<file path="src/rtl/ftmr_pkg.sv">
package ftmr_pkg;
  localparam logic [7:0] ADDR_LO = 8'h24;
  localparam logic [7:0] ADDR_HI = 8'h25;
  typedef enum logic [1:0] {SEL_NONE, SEL_LO, SEL_HI} sel_e;
endpackage

</file>
<file path="src/rtl/ftmr_count.sv">
module ftmr_count #(
  parameter int CNT_W = 12
) (
  input  logic             clk_i,
  input  logic             rst_ni,
  input  logic             tick_i,
  output logic [CNT_W-1:0] cnt_o
);
  logic [CNT_W-1:0] cnt_q;

  always_ff @(posedge clk_i or negedge rst_ni) begin
    if (!rst_ni)     cnt_q <= '0;
    else if (tick_i) cnt_q <= cnt_q + CNT_W'(1);
  end

  assign cnt_o = cnt_q;

  AST_CNT_STEP: assert property (@(posedge clk_i) disable iff (!rst_ni)
    tick_i |=> cnt_q == $past(cnt_q) + CNT_W'(1));
  AST_CNT_HOLD: assert property (@(posedge clk_i) disable iff (!rst_ni)
    !tick_i |=> $stable(cnt_q));
  AST_CNT_WRAP: assert property (@(posedge clk_i) disable iff (!rst_ni)
    (tick_i && cnt_q == '1) |=> cnt_q == '0);
endmodule

</file>
<file path="src/rtl/ftmr_pulse.sv">
module ftmr_pulse #(
  parameter int CNT_W    = 12,
  parameter int SUB_LOG2 = 7,
  parameter int MS_DIV   = 1000,
  localparam int MS_W    = $clog2(MS_DIV)
) (
  input  logic             clk_i,
  input  logic             rst_ni,
  input  logic             tick_i,
  input  logic [CNT_W-1:0] cnt_i,
  output logic             p_sub_o,
  output logic             p_ms_o
);
  logic [MS_W-1:0] ms_q;
  logic            ms_last;
  logic            sub_last;
  logic            p_sub_q, p_ms_q;

  assign ms_last  = (ms_q == MS_W'(MS_DIV - 1));
  assign sub_last = (cnt_i[SUB_LOG2-1:0] == '1);

  always_ff @(posedge clk_i or negedge rst_ni) begin
    if (!rst_ni) begin
      ms_q    <= '0;
      p_sub_q <= 1'b0;
      p_ms_q  <= 1'b0;
    end else begin
      p_sub_q <= tick_i && sub_last;
      p_ms_q  <= tick_i && ms_last;
      if (tick_i) ms_q <= ms_last ? '0 : ms_q + MS_W'(1);
    end
  end

  assign p_sub_o = p_sub_q;
  assign p_ms_o  = p_ms_q;

  AST_MS_RANGE: assert property (@(posedge clk_i) disable iff (!rst_ni)
    ms_q < MS_W'(MS_DIV));
  AST_MS_ONE: assert property (@(posedge clk_i) disable iff (!rst_ni)
    p_ms_q |=> !p_ms_q);
  AST_SUB_ONE: assert property (@(posedge clk_i) disable iff (!rst_ni)
    p_sub_q |=> !p_sub_q);
  AST_SUB_ALIGN: assert property (@(posedge clk_i) disable iff (!rst_ni)
    p_sub_q |-> cnt_i[SUB_LOG2-1:0] == '0);
endmodule

</file>
<file path="src/rtl/ftmr_rdport.sv">
module ftmr_rdport
  import ftmr_pkg::*;
#(
  parameter int CNT_W   = 12,
  parameter int BUS_W   = 8,
  localparam int HI_W   = CNT_W - BUS_W
) (
  input  logic             clk_i,
  input  logic             rst_ni,
  input  logic             req_i,
  input  logic             we_i,
  input  logic [7:0]       addr_i,
  input  logic [CNT_W-1:0] cnt_i,
  output logic [BUS_W-1:0] rdata_o,
  output logic             rvalid_o
);
  sel_e             sel;
  logic             rd;
  logic [HI_W-1:0]  hold_q;
  logic [BUS_W-1:0] rdata_q;
  logic             rvalid_q;

  assign rd = req_i && !we_i;

  always_comb begin
    sel = SEL_NONE;
    if (addr_i == ADDR_LO)      sel = SEL_LO;
    else if (addr_i == ADDR_HI) sel = SEL_HI;
  end

  always_ff @(posedge clk_i or negedge rst_ni) begin
    if (!rst_ni) begin
      hold_q   <= '0;
      rdata_q  <= '0;
      rvalid_q <= 1'b0;
    end else begin
      rvalid_q <= rd;
      if (rd) begin
        unique case (sel)
          SEL_LO: begin
            rdata_q <= cnt_i[BUS_W-1:0];
            hold_q  <= cnt_i[CNT_W-1:BUS_W];
          end
          SEL_HI:  rdata_q <= {{(BUS_W-HI_W){1'b0}}, hold_q};
          default: rdata_q <= '0;
        endcase
      end
    end
  end

  assign rdata_o  = rdata_q;
  assign rvalid_o = rvalid_q;

  AST_HOLD_LOAD: assert property (@(posedge clk_i) disable iff (!rst_ni)
    (rd && sel == SEL_LO) |=> hold_q == $past(cnt_i[CNT_W-1:BUS_W]));
  AST_HOLD_KEEP: assert property (@(posedge clk_i) disable iff (!rst_ni)
    !(rd && sel == SEL_LO) |=> $stable(hold_q));
  AST_HI_PAD: assert property (@(posedge clk_i) disable iff (!rst_ni)
    (rd && sel == SEL_HI) |=> rdata_q[BUS_W-1:HI_W] == '0);
  AST_WR_SILENT: assert property (@(posedge clk_i) disable iff (!rst_ni)
    (req_i && we_i) |=> !rvalid_q);
endmodule

</file>
<file path="src/rtl/free_timer_rd.sv">
module free_timer_rd #(
  parameter int CNT_W    = 12,
  parameter int SUB_LOG2 = 7,
  parameter int MS_DIV   = 1000
) (
  input  logic       clk_i,
  input  logic       rst_ni,
  input  logic       tick_i,
  input  logic       req_i,
  input  logic       we_i,
  input  logic [7:0] addr_i,
  input  logic [7:0] wdata_i,
  output logic [7:0] rdata_o,
  output logic       rvalid_o,
  output logic       pulse_128_o,
  output logic       pulse_ms_o
);
  localparam int BUS_W = 8;

  logic [CNT_W-1:0] cnt;
  logic             unused_wdata;

  assign unused_wdata = ^wdata_i;

  ftmr_count #(.CNT_W(CNT_W)) i_count (
    .clk_i (clk_i),
    .rst_ni(rst_ni),
    .tick_i(tick_i),
    .cnt_o (cnt)
  );

  ftmr_pulse #(.CNT_W(CNT_W), .SUB_LOG2(SUB_LOG2), .MS_DIV(MS_DIV)) i_pulse (
    .clk_i  (clk_i),
    .rst_ni (rst_ni),
    .tick_i (tick_i),
    .cnt_i  (cnt),
    .p_sub_o(pulse_128_o),
    .p_ms_o (pulse_ms_o)
  );

  ftmr_rdport #(.CNT_W(CNT_W), .BUS_W(BUS_W)) i_rdport (
    .clk_i   (clk_i),
    .rst_ni  (rst_ni),
    .req_i   (req_i),
    .we_i    (we_i),
    .addr_i  (addr_i),
    .cnt_i   (cnt),
    .rdata_o (rdata_o),
    .rvalid_o(rvalid_o)
  );
endmodule

</file>
<file path="config.mk">
export PLATFORM = sky130hd
export DESIGN_NAME = free_timer_rd
export DESIGN_NICKNAME = d
export VERILOG_FILES = /design/src/rtl/ftmr_pkg.sv /design/src/rtl/ftmr_count.sv /design/src/rtl/ftmr_pulse.sv /design/src/rtl/ftmr_rdport.sv /design/src/rtl/free_timer_rd.sv
export SDC_FILE = /design/constraint.sdc
export NUM_CORES = 1
export LEC_CHECK = 0
export BUFFER_PORTS_ARGS = -buffer_cell sky130_fd_sc_hd__buf_2
export CORE_MARGIN = 8
export CORE_UTILIZATION = 53
export DETAILED_ROUTE_END_ITERATION = 10
export PLACE_DENSITY_LB_ADDON = 0.2
export SYNTH_ARGS = -nofsm -noshare
export SYNTH_HDL_FRONTEND = slang
export SYNTH_SLANG_ARGS = --single-unit
</file>
<file path="constraint.sdc">
create_clock -name clk_i -period 2 [get_ports clk_i]
set_clock_uncertainty 0.2 [all_clocks]
set_input_delay 0.2 -clock clk_i [delete_from_list [all_inputs] [get_ports clk_i]]
set_output_delay 0.2 -clock clk_i [all_outputs]
set_load 0.005 [all_outputs]
</file>
# == Word level (Yosys, flattened, before mapping) ==
# Cells that the tools add are included.
# totals
out_inout_bits,11
word_cells,24
reg_bits,37
in_bits,21
# op_classes
eq_ne,6
mux,4
reduce_logical,5
addsub,2
# op_table
cell,n
$eq 8x6->1 const B,2
$pmux 8 s2,1
$add 12x1->12 const B,1
$add 10x1->10 const B,1
$eq 10x10->1 const B,1
$mux 10,1
$eq 7x7->1 const B,1
$mux 2,2
$logic_and 1x1->1,3
$eq 2x1->1 const B,1
$eq 2x2->1 const B,1
$reduce_and 2->1,1
$logic_not 1->1,1

# == Depth between registers and ports, before layout ==
# logic_depth
ltp_word,5
depth_mapped,4
mapped_depth_nobuf,4

# == By module ==
# From an unflattened synthesis, not the netlist that was laid out.
# unflattened
cells_unflattened,153
hier_area_um2,1749.2
# by_module_without_submodules
mod,n_inst,area_per_inst_um2,seq_area_each_um2,cells_each
ftmr_pulse,1,606.8,300.3,58
ftmr_rdport,1,600.6,325.3,51
ftmr_count,1,541.8,300.3,44

# == Least setup slack after synthesis ==
# No wires, ideal clock.
# synth_path
path_kind,reg2reg
start,register i_pulse.ms_q[4]
end,register i_pulse.ms_q[0]
required_ns,1.661
arrival_time_ns,1.240
path_buffers,0
period_less_slack_ns,1.579
setup_ns,0.139
slack_ns,0.421
stages_incl_launch_ff,4
cell_sequence,dfrtp_1 -> or3b_1 -> o311ai_0 -> o21ai_0
# synth_between
elab_chain_cells,2
# synth_lines
element,line_no,rtl
from (decl),ftmr_pulse.sv:14,logic [MS_W-1:0] ms_q;
from (signal assigned),ftmr_pulse.sv:30,if (tick_i) ms_q <= ms_last ? '0 : ms_q + MS_W'(1);
$eq 10x10->1,ftmr_pulse.sv:19,assign ms_last = (ms_q == MS_W'(MS_DIV - 1));
$mux 10,ftmr_pulse.sv:30,
# Every way passes these cells.
# A chain may end at the register's enable or synchronous reset.

# == Final worst setup path ==
# Same ends and word-level chain as after synthesis.

==> metrics.md <==
| Metric | Value |
|---|---|
| Skew-Pair Late Insertion Delay | `0.33 ns` |
| CP Data Arrival Time | `1.77 ns` |
| Avg Cell Area, Syn | `11.38 um2` |
| Layout area overhead | `12.39%` |
| Top-area cell type share of the netlist area | `0.5732` |
| Register clock-pin slew on the reported worst setup and hold paths | `0.10 ns` |
| CTS root buffer | `clkbuf_4` |
| TNS Setup | `0 ns` |
| RSZ-0062 raised after global routing | `false` |
| Minimum clock period | `1.772 ns` |
| Placement Rows | `20` |
| Area of the mapped netlist | `0.001615 mm2` |
| Most common cell in the netlist | `dfrtp_1` |
| Distinct cells, synth | `33` |
| Number of synthesized flops with an enable pin | `0` |
| Post-Syn Nets | `165` |
| # diodes | `0` |
| Sequential area share after synthesis | `0.5732` |
| CP Capture Type | `flip-flop` |
| Layout fillers | `256` |
| Hold crit path type | `in -> reg` |
| Initial DRC Count | `88` |
| Crit Path Category | `reg -> reg` |
| Achievable Freq | `564.3 MHz` |
| #FFs+latches synth | `37` |
| Slew margin rel. | `0.4684` |
| P per Cell Area | `923.9 mW/mm2` |
| Synth cell count leaders | `dfrtp_1, nand2_1, o21ai_0` |
| CP max FO | `5` |
| Slew at the pin closest to its max-slew limit | `0.7974 ns` |
| Core area | `0.002978 mm2` |
| Clock buffer depth | `2` |
| Post-synth top flop | `dfrtp_1` |
| Die W | `71.21 um` |
| Register area | `925.9 um2` |
| Max-slew violations | `0` |
| Clk sinks | `37` |
| Global placement routability congestion | `0.8162` |
| Leak pwr | `0.8966 nW` |
| Yosys top cell by area | `dfrtp_1` |
| Drt total wl | `2889 um` |
| Warnings from Yosys | `0` |
| WL/cell | `14.23 um` |
| Asr flop ratio synth | `1.000` |
| Area occupied by multi-input gates | `645.6 um2` |
| Via count | `1,152` |
| Crit path required time | `2.00 ns` |
| WHS | `0.01657 ns` |
| Final setup fails | `0` |
| Top cells by area, synth | `dfrtp_1, xnor2_1, mux2_2` |
| Count of input and output buffers | `23` |
| Cells after Synth | `142` |
| Antenna violations before repair | `0` |
| DR DRC count | `0` |
| Num CTS Buffers | `5` |
| Max Cap Viol | `0` |
| Global-route wire length before repair | `5175 um` |
| Post-CTS Setup Bufs | `0` |
| Number of global-route vias before repair | `1,135` |
| Final nets | `192` |
| Drt first pass iters | `4` |
| Total track usage | `0.1276` |
| Die Ht | `71.21 um` |
| Final hold vios | `0` |
| Maximum VDD drop | `541.0 uV` |
| CTS tree | `yes` |
| Startpoint class of the critical path | `flip-flop` |
| Share of cells above drive strength 1 | `0.2235` |
| H-tree lvl count | `2` |
| Pin count of the biggest net entering global routing | `38` |
| GRT overflow | `0` |
| Starting Density | `0.5424` |
| Fin crit share | `0.8861` |
| # IOs | `32` |
| Die footprint | `0.005070 mm2` |
| Post-route ant nets | `0` |
| Vias per Instance | `5.675` |
| Placed wire-length estimate | `2154 um` |
| Status | `completed` |
[sequential cells by signal, summed over array words and instances (netlist names)]
name               cells
i_rdport.rdata_o       8
i_pulse.p_sub_o        1
i_rdport.rvalid_o      1
i_pulse.ms_q          10
i_rdport.hold_q        4
i_count.cnt_o         12
i_pulse.p_ms_o         1
[through the flow]
stage / power (mW) / cells / area, um2 / util / worst slack, ns
after floorplan: 1.215 / 142 / 1615 / - / 0.4207
after global placement: 1.308 / 194 / 1754 / 0.5891 / 0.1962
after detailed placement: 1.327 / 194 / 1754 / 0.5891 / 0.1603
after CTS: 1.695 / 203 / 1815 / 0.6097 / 0.2213
after global routing: 1.787 / 203 / 1815 / 0.6097 / 0.1071
final: 1.677 / 203 / 1815 / 0.6097 / 0.2279
[timing repair]
item                      in CTS  in global routing
hold endpoints to repair      37                  0
hold buffers                   1                  0
gates resized for setup        0                  0
[worst paths after layout]
path / startpoint / end / slack, ns / depth (start not counted)
setup reg to reg: i_pulse.ms_q[4] / i_pulse.ms_q[0] / 0.23 / 3
setup / recovery: i_pulse.ms_q[4] / i_pulse.ms_q[0] / 0.23 / 3
min in group asynchronous: rst_ni / i_pulse.ms_q[7] / 0.28 / 2
hold reg to reg: i_count.cnt_o[11] / i_count.cnt_o[11] / 0.28 / 1
hold / removal: addr_i[5] / i_rdport.rdata_o[2] / 0.02 / 3
max in group asynchronous: rst_ni / i_pulse.ms_q[1] / 0.82 / 2
[cells in the final DEF, fill, tap and decap left out, types with 6 or more instances in the layout]
cell     Yosys  routed
dfrtp_1     37      37
buf_2        2      23
nand2_1     13      13
o21ai_0     10      10
inv_1        7       7
nand4_1      7       7
xnor2_1      7       7
nand3_1      6       6
xor2_1       6       6
[logic make-up (layout without fill, tap and decap cells)]
family / after synthesis / count (layout) / share of synthesized area
buffers and inverters: 11 / 39 / 0.02712
XOR/XNOR: 13 / 13 / 0.07049
multiplexers: 9 / 9 / 0.05964
flip-flops: 37 / 37 / 0.5732
AO/OA/AOI/OAI: 23 / 23 / 0.09296
adder cells (fa/ha/maj): 2 / 2 / 0.01549
AND/OR/NAND/NOR: 47 / 47 / 0.1611
[power by group]
group / internal [mW] / total (mW) / switching, mW
clock: 0.134 / 0.365 / 0.231
combinational: 0.140 / 0.275 / 0.135
sequential: 0.866 / 1.04 / 0.171
[metal layers]
layer	track usage	vias up	wire length (um)
met1	0.1698	540	1431
met3	0.04944	5	272
met4	0.06467	0	43
li1	-	567	-
met5	0	-	0
met2	0.1735	40	1142
[cell type report]
type / instances / area share
clock inverter: 2 / 0.005513
tap: 33 / 0.02274
multi-input combinational: 94 / 0.3556
clock buffer: 6 / 0.02274
sequential: 37 / 0.5100
inverter: 7 / 0.01447
timing repair buffer: 24 / 0.06892
[worst max-delay path, cell delays in order, from the launching register on]
cell and delay, ns:
dfrtp_1 0.45, or3b_1 0.48, o311ai_0 0.34, o21ai_0 0.16
Note: power is estimated with default switching activity, not from simulation.
